### src/rtl/sbus_ctl.sv
module sbus_ctl (
  input  logic       clk,
  input  logic       rst_n,
  input  logic       wr_en,
  input  logic [7:0] wr_data,
  output logic [7:0] rd_data,
  input  logic       if_en,
  input  logic       xfer_start,
  input  logic       addr_miss,
  input  logic       sclk_in,
  input  logic       sdat_in,
  output logic       so_latch,
  output logic       ack_drive
);
  logic [1:0] sclk_sync, sdat_sync;
  logic       sclk_d, sdat_d;
  logic       busy_en, ack_seen, ack_watch, ack_req;
  logic       cmd_seen, rel_seen, cmd_req, rel_req;

  wire sclk_s    = sclk_sync[1];
  wire sdat_s    = sdat_sync[1];
  wire sclk_fall = sclk_d & ~sclk_s;
  wire sclk_rise = ~sclk_d & sclk_s;
  wire rel_det   = if_en & sclk_s & sclk_d & sdat_s & ~sdat_d;
  wire cmd_det   = if_en & sclk_s & sclk_d & ~sdat_s & sdat_d;

  assign rd_data = {busy_en, ack_seen, ack_watch, ack_req,
                    cmd_seen, rel_seen, cmd_req, rel_req};

  always_ff @(posedge clk) begin
    if (!rst_n) begin
      sclk_sync <= 2'b11;
      sdat_sync <= 2'b11;
      sclk_d    <= 1'b1;
      sdat_d    <= 1'b1;
    end else begin
      sclk_sync <= {sclk_sync[0], sclk_in};
      sdat_sync <= {sdat_sync[0], sdat_in};
      sclk_d    <= sclk_s;
      sdat_d    <= sdat_s;
    end
  end

  always_ff @(posedge clk) begin
    if (!rst_n) begin
      busy_en   <= 1'b0;
      ack_watch <= 1'b0;
      rel_req   <= 1'b0;
      cmd_req   <= 1'b0;
      so_latch  <= 1'b1;
    end else begin
      if (wr_en) begin
        busy_en   <= wr_data[7];
        ack_watch <= wr_data[5];
      end
      rel_req <= if_en & wr_en & wr_data[0] & ~rel_req;
      cmd_req <= if_en & wr_en & wr_data[1] & ~cmd_req;
      if (rel_req)      so_latch <= 1'b1;
      else if (cmd_req) so_latch <= 1'b0;
    end
  end

  always_ff @(posedge clk) begin
    if (!rst_n) begin
      ack_req   <= 1'b0;
      ack_drive <= 1'b0;
    end else begin
      if (!if_en || xfer_start)    ack_req <= 1'b0;
      else if (sclk_fall && ack_req) ack_req <= 1'b0;
      else if (wr_en)              ack_req <= wr_data[4];

      if (!if_en)         ack_drive <= 1'b0;
      else if (sclk_fall) ack_drive <= ack_req & ~xfer_start;
    end
  end

  always_ff @(posedge clk) begin
    if (!rst_n) begin
      rel_seen <= 1'b0;
      cmd_seen <= 1'b0;
      ack_seen <= 1'b0;
    end else begin
      if (!if_en || xfer_start || addr_miss) rel_seen <= 1'b0;
      else if (rel_det)                      rel_seen <= 1'b1;

      if (!if_en || xfer_start || rel_det) cmd_seen <= 1'b0;
      else if (cmd_det)                    cmd_seen <= 1'b1;

      if (!if_en || xfer_start) ack_seen <= 1'b0;
      else if (sclk_rise && !sdat_s && ack_watch && !ack_drive) ack_seen <= 1'b1;
    end
  end
endmodule

### config.mk
export PLATFORM = sky130hd
export DESIGN_NAME = sbus_ctl
export DESIGN_NICKNAME = d
export VERILOG_FILES = /design/src/rtl/sbus_ctl.sv
export SDC_FILE = /design/constraint.sdc
export NUM_CORES = 1
export LEC_CHECK = 0
export ABC_AREA = 1
export BUFFER_PORTS_ARGS = -buffer_cell sky130_fd_sc_hd__buf_2
export CORE_MARGIN = 2
export CORE_UTILIZATION = 48
export CTS_BUF_LIST = sky130_fd_sc_hd__clkbuf_8
export DETAILED_ROUTE_END_ITERATION = 6
export PLACE_DENSITY_LB_ADDON = 0.15
export SLEW_MARGIN = 40
export SYNTH_ARGS = -nofsm -noshare
export SYNTH_HDL_FRONTEND = slang
export SYNTH_SLANG_ARGS = --single-unit
export TNS_END_PERCENT = 5
### constraint.sdc
create_clock -name clk -period 1.3 [get_ports clk]
set_clock_uncertainty 0.2 [all_clocks]
set_input_delay 0.13 -clock clk [delete_from_list [all_inputs] [get_ports clk]]
set_output_delay 0.13 -clock clk [all_outputs]
set_load 0.01 [all_outputs]
==> run summary, run 1 <==
Sink Count -> 16
wire length per cell -> 9.14 um
post-synth top area share -> 0.507
WS Path Type -> input pin to flop
die area -> 1620 um2
# IOs -> 26
# diodes -> 0
layout cell share with drive strength beyond 1 -> 0.308
crit end category -> flop
detailed placement HPWL -> 740 um
first-pass GRT wire length -> 1810 um
routed vias/inst -> 4.48
vias in the first global route -> 486
Startpoint Class -> input pin
Post CTS Setup Buffer Count -> 0
Slew @ Worst Pin -> 169 ps
Rows -> 13
CTS Buf Count -> 3
fin nets -> 125
crit-path max FO -> 5
Initial Util -> 0.498
mapped cell area -> 632 um2
Pins Over Slew Limit -> 0
Detailed Routing Iterations Pass 1 -> 4
CP arrival -> 1190 ps
RSZ-0062 raised after global routing -> no
most common cell after layout, fill and taps aside -> buf_2
GR Overflow Total -> 0
ranking of synthesized cells by area -> dfxtp_1, buf_4, inv_1
initial antenna violation count -> 0
Fill cells -> 106
Cells after Synth -> 78
CTS tree -> yes
CTS Root Cell -> clkbuf_8
Clock Latency Late Sink -> 240 ps
DRC viols -> 0
TNS Setup -> 0 ps
post-route ant nets -> 0
CP Data Required Time -> 1270 ps
total power -> 0.000964 W
hold_ws -> 24.3 ps
Seq/Total Area, Yosys -> 0.507
Achievable Freq -> 0.822 GHz
die height -> 40.3 um
pin count of the biggest net entering global routing -> 9
Mean Syn Cell Area -> 8.10 um2
worst vdd ir -> 0.000715 V
Max-slew headroom -> 0.886
via count -> 546
FF+latch count, synth -> 16
Final Hold Fails -> 0
total track usage -> 0.172
outcome -> complete, no violations
pwr/cell area -> 1120 nW/um2
Layout area overhead -> 36.4%
H-tree levels -> 1
cell area after layout -> 862 um2
buffers added on ports -> 22
fin util -> 0.679
Ys Warns -> 0
Die X -> 40.3 um
post-synth cell types -> 16
P_leak -> 0.431 nW
area post-placement -> 701 um2
min cycle time layout -> 1220 ps
Syn Nets -> 94
Worst Hold Class -> input pin to flop
global placement routability congestion -> 0.672
core area -> 1270 um2
final setup vio count -> 0
count of max-cap constraint violations -> 0
period utilization -> 0.935
clock slew at reported path FFs -> 60 ps
Longest Clk Path Bufs -> 2
commonest cells after routing, fill and taps aside -> buf_2, dfxtp_1, inv_1, dlygate4sd3_1, nor2_1
drt first-iter violations -> 10
total wire length -> 1120 um
Synth area leader -> dfxtp_1
==> worst max-delay path, cell delays in order <==
cell and delay [ps]:
dlygate4sd3_1 520, buf_2 160, nand2_2 70, nor2_4 120, inv_2 50, nor3_2 130
==> power breakdown <==
| group | leakage (nW) | switching [W] | internal (W) |
|---|---|---|---|
| combinational | 0.278 | 0.0000452 | 0.0000571 |
| sequential | 0.131 | 0.00000670 | 0.000506 |
| clock | 0.0216 | 0.000145 | 0.000205 |
==> worst paths after layout <==
check          startpoint            to  slack (ps)  cells after the start
min reg2reg  sdat_sync[0]  sdat_sync[1]         210                      1
max                 if_en       ack_req          80                      6
max reg2reg  sclk_sync[1]     ack_drive         290                      5
min            wr_data[4]       ack_req          20                      4
==> Yosys cell counts <==
cell type	count
o21ai_0	3
dfxtp_1	16
o21a_1	1
a21oi_1	3
nor3_1	2
nand4_1	1
nand2_1	9
inv_2	1
or2_2	4
nor2_4	1
nor3_2	1
buf_4	8
nand2_2	1
inv_1	12
nor2_1	10
nand3_1	5
==> layer usage <==
metal	track usage	up-vias	part of all wire
met3	0.0222	4	0.037
met2	0.310	14	0.50
met4	0.133	0	0.017
met5	0	-	0
met1	0.178	238	0.45
li1	-	290	-
==> flip-flops by register name, indices dropped and copies added (netlist names) <==
name and cells:
sclk_sync 2, sdat_sync 2, ack_drive 1, ack_req 1
ack_seen 1, ack_watch 1, busy_en 1, cmd_req 1
cmd_seen 1, rel_req 1, rel_seen 1, sclk_d 1
sdat_d 1, so_latch 1
==> per-stage QoR <==
step           setup slack [ps]  std cells
2_1_floorplan               362         78
3_3_place_gp                289        107
3_5_place_dp                281        107
4_1_cts                    97.5        122
5_1_grt                    12.2        122
6_report                   83.9        122
==> cell families (layout without fill, tap and decap cells) <==
kind of cell    count (synthesis)  count (layout)  synth area share
compound gates                  7               7            0.0594
buf+inv                        21              50             0.172
flops                          16              16             0.507
simple gates                   34              34             0.261
==> layout make-up <==
type / count / area [um2] / area share
repair buffers: 34 / 230 / 0.267
inverters: 13 / 48.8 / 0.0566
clock buffers: 3 / 41.3 / 0.0479
multi-input cells: 41 / 203 / 0.235
well taps: 15 / 18.8 / 0.0218
flip-flops and latches: 16 / 320 / 0.372
==> timing repair <==
action,4_1_cts,5_1_grt
hold buffers,12,0
resized for setup,0,0
endpoints found under the hold margin,13,0
Note: power is estimated with default switching activity, not from simulation.
==> run 2, diff against run 1 <==
--- a/config.mk
+++ b/config.mk
@@ -12,6 +12,7 @@
 export CTS_BUF_LIST = sky130_fd_sc_hd__clkbuf_8
 export DETAILED_ROUTE_END_ITERATION = 6
 export PLACE_DENSITY_LB_ADDON = 0.15
+export SETUP_SLACK_MARGIN = 0.15
 export SLEW_MARGIN = 40
 export SYNTH_ARGS = -nofsm -noshare
 export SYNTH_HDL_FRONTEND = slang
==> run 2 against run 1 <==
  * Routed wire length is 0.63% higher
  * Clock power hardly changed
  * Hold slack better by 0.51 ps
  * Die area stayed put
  * Critical path type unchanged
  * Largest cell class unchanged
  * Largest power group unchanged
==> run summary, run 2 (synthesized netlist as in run 1, its figures left out) <==
total wire length -> 1120 um (about the same)
Pins Over Slew Limit -> 0 (unchanged)
routed vias/inst -> 4.44 (was 4.48)
total power -> 0.000970 W (was 0.000964 W)
Startpoint Class -> input pin (unchanged)
Achievable Freq -> 0.893 GHz (was 0.822 GHz)
first-pass GRT wire length -> 1860 um (was 1810 um)
P_leak -> 0.451 nW (was 0.431 nW)
buffers added on ports -> 22 (unchanged)
initial antenna violation count -> 0 (unchanged)
Layout area overhead -> 38.8% (was 36.4%)
final setup vio count -> 0 (unchanged)
cell at the slowest stage of the critical path -> dlygate4sd3_1 (unchanged)
CTS tree -> yes (unchanged)
Longest Clk Path Bufs -> 2 (unchanged)
Regs by FF count -> sclk_sync: 2 flops, sdat_sync: 2 flops (unchanged)
commonest cells after routing, fill and taps aside -> buf_2, dfxtp_1, inv_1, dlygate4sd3_1, nor2_1 (unchanged)
Max-slew headroom -> 0.889 (was 0.886)
Post CTS Setup Buffer Count -> 0 (unchanged)
layout cell share with drive strength beyond 1 -> 0.315 (was 0.308)
H-tree levels -> 1 (unchanged)
Initial Util -> 0.498 (unchanged)
Clock Latency Late Sink -> 240 ps (about the same)
WS Path Type -> input pin to flop (unchanged)
critical path cell sequence -> dlygate4sd3_1 > buf_2 > or2_2 (was dlygate4sd3_1 > buf_2 > nand2_2 > nor2_4 > inv_2 > nor3_2)
total track usage -> 0.177 (was 0.172)
most common cell after layout, fill and taps aside -> buf_2 (unchanged)
max incr delay on CP -> 530 ps (was 520 ps)
CTS Buf Count -> 3 (unchanged)
outcome -> complete, no violations (unchanged)
wire length per cell -> 9.12 um (was 9.14 um)
GR Overflow Total -> 0 (unchanged)
period utilization -> 0.862 (was 0.935)
global placement routability congestion -> 0.672 (unchanged)
final worst slack -> 180 ps (was 83.9 ps)
Fill cells -> 105 (was 106)
via count -> 546 (unchanged)
hold_ws -> 24.8 ps (was 24.3 ps)
CP arrival -> 1050 ps (was 1190 ps)
# diodes -> 0 (unchanged)
die area -> 1620 um2 (unchanged)
crit-path max FO -> 1 (was 5)
pwr/cell area -> 1110 nW/um2 (was 1120 nW/um2)
die height -> 40.3 um (unchanged)
min cycle time layout -> 1120 ps (was 1220 ps)
fin nets -> 126 (was 125)
post-route ant nets -> 0 (unchanged)
RSZ-0062 raised after global routing -> yes (was no)
pin count of the biggest net entering global routing -> 9 (unchanged)
DRC viols -> 0 (unchanged)
R2R Setup Slk -> 290 ps (about the same)
Sink Count -> 16 (unchanged)
crit end category -> flop (unchanged)
Worst Hold Class -> input pin to flop (unchanged)
# placed instances -> 107 (unchanged)
Non-Filler Instances -> 123 (was 122)
Rows -> 13 (unchanged)
detailed placement HPWL -> 740 um (unchanged)
count of max-cap constraint violations -> 0 (unchanged)
CTS Root Cell -> clkbuf_8 (unchanged)
clock slew at reported path FFs -> 60 ps (about the same)
Detailed Routing Iterations Pass 1 -> 3 (was 4)
Worst Setup Slack post-DPL -> 281 ps (unchanged)
TNS Setup -> 0 ps (unchanged)
worst vdd ir -> 0.000714 V (was 0.000715 V)
Die X -> 40.3 um (unchanged)
drt first-iter violations -> 7 (was 10)
vias in the first global route -> 484 (was 486)
CP Data Required Time -> 1230 ps (was 1270 ps)
Final Hold Fails -> 0 (unchanged)
# IOs -> 26 (unchanged)
core area -> 1270 um2 (unchanged)
Slew @ Worst Pin -> 166 ps (was 169 ps)
## run 2: per-layer routing
layer / global-route usage / wire (um)
met1: 0.188 / 512
met2: 0.323 / 557
met3: 0.0167 / 37
met4: 0.125 / 14
met5: 0 / 0
## run 2: per-stage QoR
step | instance area (um2) | utilization
global route | 877 | 0.691
global placement | 701 | 0.552
floorplan | 632 | -
finish | 877 | 0.691
CTS | 872 | 0.687
detailed placement | 701 | 0.552
## run 2: timing repair
item	in CTS	in global routing
resized for setup	0	5
hold buffers	13	0
setup endpoints to repair	0	6
hold endpoints to repair	13	0
## run 2: critical path, delay by kind of cell
| family | cells | cell delay [ps] |
|---|---|---|
| AND/OR/NAND/NOR | 1 | 270 |
| buffers and inverters | 2 | 640 |
## run 2: layout make-up
cell class / instances / area, um2 / share of cell area
Sequential cell: 16 / 320 / 0.365
Timing Repair Buffer: 35 / 245 / 0.280
Multi-Input combinational cell: 41 / 203 / 0.231
Inverter: 13 / 48.8 / 0.0556
Clock buffer: 3 / 41.3 / 0.0471
Tap cell: 15 / 18.8 / 0.0214
## run 2: worst paths after layout
check,start,end,depth (start not counted)
max,sdat_in,sdat_sync[0],3
max reg2reg,sclk_sync[1],ack_drive,5
min,wr_data[4],ack_req,4
min reg2reg,sdat_sync[0],sdat_sync[1],1
## run 2: report_power, final
group / total, W / switching [W] / internal (W)
combinational: 0.000107 / 0.0000463 / 0.0000607
sequential: 0.000513 / 0.00000687 / 0.000506
clock: 0.000350 / 0.000145 / 0.000205
==> run 3, diff against run 2 <==
--- a/config.mk
+++ b/config.mk
@@ -7,10 +7,10 @@
 export LEC_CHECK = 0
 export ABC_AREA = 1
 export BUFFER_PORTS_ARGS = -buffer_cell sky130_fd_sc_hd__buf_2
-export CORE_MARGIN = 2
-export CORE_UTILIZATION = 48
+export CORE_AREA = 2 2 39 41
 export CTS_BUF_LIST = sky130_fd_sc_hd__clkbuf_8
 export DETAILED_ROUTE_END_ITERATION = 6
+export DIE_AREA = 0 0 41 43
 export PLACE_DENSITY_LB_ADDON = 0.15
 export SETUP_SLACK_MARGIN = 0.15
 export SLEW_MARGIN = 40
==> constraint.sdc (replaced) <==
create_clock -name clk -period 1.5 [get_ports clk]
set_clock_uncertainty 0.2 [all_clocks]
set_input_delay 0.15 -clock clk [delete_from_list [all_inputs] [get_ports clk]]
set_output_delay 0.15 -clock clk [all_outputs]
set_load 0.01 [all_outputs]
==> run 3 against run 2 <==
  * First-iteration DRC count unchanged
  * Combinational power decreased by 19%
  * Flip-flop and latch count unchanged
  * Critical endpoint unchanged
  * Largest cell class unchanged
  * Highest routed layer unchanged
==> run summary, run 3 (synthesized netlist as in run 1, its figures left out) <==
outcome -> complete, no violations (unchanged)
global placement routability congestion -> 0.635 (was 0.672)
total track usage -> 0.175 (was 0.177)
commonest cells after routing, fill and taps aside -> buf_2, dfxtp_1, inv_1 (was buf_2, dfxtp_1, inv_1, dlygate4sd3_1, nor2_1)
period utilization -> 0.866
Worst Hold Class -> input pin to flop (unchanged)
RSZ-0062 raised after global routing -> no (was yes)
CTS tree -> yes (unchanged)
# IOs -> 26 (unchanged)
buffers added on ports -> 22 (unchanged)
total wire length -> 1160 um (was 1120 um)
Pins Over Slew Limit -> 0 (unchanged)
Regs by FF count -> sclk_sync: 2 flops, sdat_sync: 2 flops (unchanged)
M1 WL -> 531 um (was 512 um)
hold_ws -> 42.2 ps (was 24.8 ps)
crit-path max FO -> 7 (was 1)
area post-placement -> 702 um2 (was 701 um2)
cell area after layout -> 867 um2 (was 877 um2)
post-route ant nets -> 0 (unchanged)
P_leak -> 0.434 nW (was 0.451 nW)
DRC viols -> 0 (unchanged)
layout cell share with drive strength beyond 1 -> 0.318 (was 0.315)
crit end category -> flop (unchanged)
fin util -> 0.627 (was 0.691)
Slew @ Worst Pin -> 167 ps (was 166 ps)
clock slew at reported path FFs -> 60 ps (about the same)
pin count of the biggest net entering global routing -> 10 (was 9)
Startpoint Class -> input pin (unchanged)
Post CTS Setup Buffer Count -> 0 (unchanged)
CTS Root Cell -> clkbuf_8 (unchanged)
CP arrival -> 1230 ps (was 1050 ps)
multi-input logic area -> 203 um2 (unchanged)
cells on worst reg2reg path -> 5 (unchanged)
Achievable Freq -> 0.770 GHz
max layer used -> met4 (unchanged)
pwr/cell area -> 1050 nW/um2 (was 1110 nW/um2)
Max-slew headroom -> 0.888 (was 0.889)
die area -> 1760 um2 (was 1620 um2)
most common cell after layout, fill and taps aside -> buf_2 (unchanged)
# resized after CTS -> 0 (unchanged)
GR Overflow Total -> 0 (unchanged)
Sink Count -> 16 (unchanged)
met3 WL -> 73 um (was 37 um)
vias in the first global route -> 496 (was 484)
Initial Util -> 0.457 (was 0.498)
Fill cells -> 105 (unchanged)
Final Hold Fails -> 0 (unchanged)
first-pass GRT wire length -> 1990 um (was 1860 um)
Die X -> 41 um (was 40.3 um)
Layout area overhead -> 37.2% (was 38.8%)
Rows -> 14 (was 13)
met2 wire len -> 533 um (was 557 um)
count of max-cap constraint violations -> 0 (unchanged)
final setup vio count -> 0 (unchanged)
Worst Setup Slack post-DPL -> 467 ps (was 281 ps)
Longest Clk Path Bufs -> 2 (unchanged)
fin nets -> 124 (was 126)
core area -> 1380 um2 (was 1270 um2)
WS Path Type -> input pin to flop (unchanged)
H-tree levels -> 1 (unchanged)
Worst Hold Depth -> 4 (unchanged)
TNS Setup -> 0 ps (unchanged)
via count -> 537 (was 546)
min cycle time layout -> 1300 ps
CTS Buf Count -> 3 (unchanged)
# diodes -> 0 (unchanged)
final worst slack -> 201 ps (was 180 ps)
detailed placement HPWL -> 758 um (was 740 um)
die height -> 43 um (was 40.3 um)
hold_buf cts -> 11 (was 13)
Detailed Routing Iterations Pass 1 -> 4 (was 3)
routed vias/inst -> 4.37 (was 4.44)
Clock Latency Late Sink -> 250 ps (was 240 ps)
Register Area -> 320 um2 (unchanged)
wire length per cell -> 9.46 um (was 9.12 um)
CP Data Required Time -> 1430 ps (was 1230 ps)
initial antenna violation count -> 0 (unchanged)
worst vdd ir -> 0.000784 V (was 0.000714 V)
drt first-iter violations -> 7 (unchanged)
-- run 3: worst paths after layout --
path         slack [ps]      endpoint    startpoint
max reg2reg         470     ack_drive  sclk_sync[1]
min reg2reg         210  sdat_sync[1]  sdat_sync[0]
min                  40       ack_req    wr_data[4]
max                 200  sdat_sync[0]         rst_n
-- run 3: through the flow --
step,power (W),instances
global route,0.000953,123
finish,0.000909,123
floorplan,0.000493,78
global placement,0.000516,108
detailed placement,0.000518,108
CTS,0.000917,123
-- run 3: critical path: stages --
cell,delay (ps)
dlygate4sd3_1,510
buf_2,170
inv_1,120
or2_2,280
-- run 3: power by group --
group	internal [W]	switching (W)
logic	0.0000477	0.0000387
clock network	0.000233	0.000146
registers	0.000438	0.00000550
-- run 3: routing by layer --
layer | track usage | up-vias
met3 | 0.0681 | 4
li1 | - | 289
met4 | 0.127 | 0
met1 | 0.199 | 224
met5 | 0 | -
met2 | 0.253 | 20
-- run 3: final cells by class --
class,instances,share of cell area
sequential,16,0.369
inverter,13,0.0563
clock buffer,4,0.0635
tap,16,0.0231
multi-input combinational,41,0.234
timing repair buffer,33,0.254
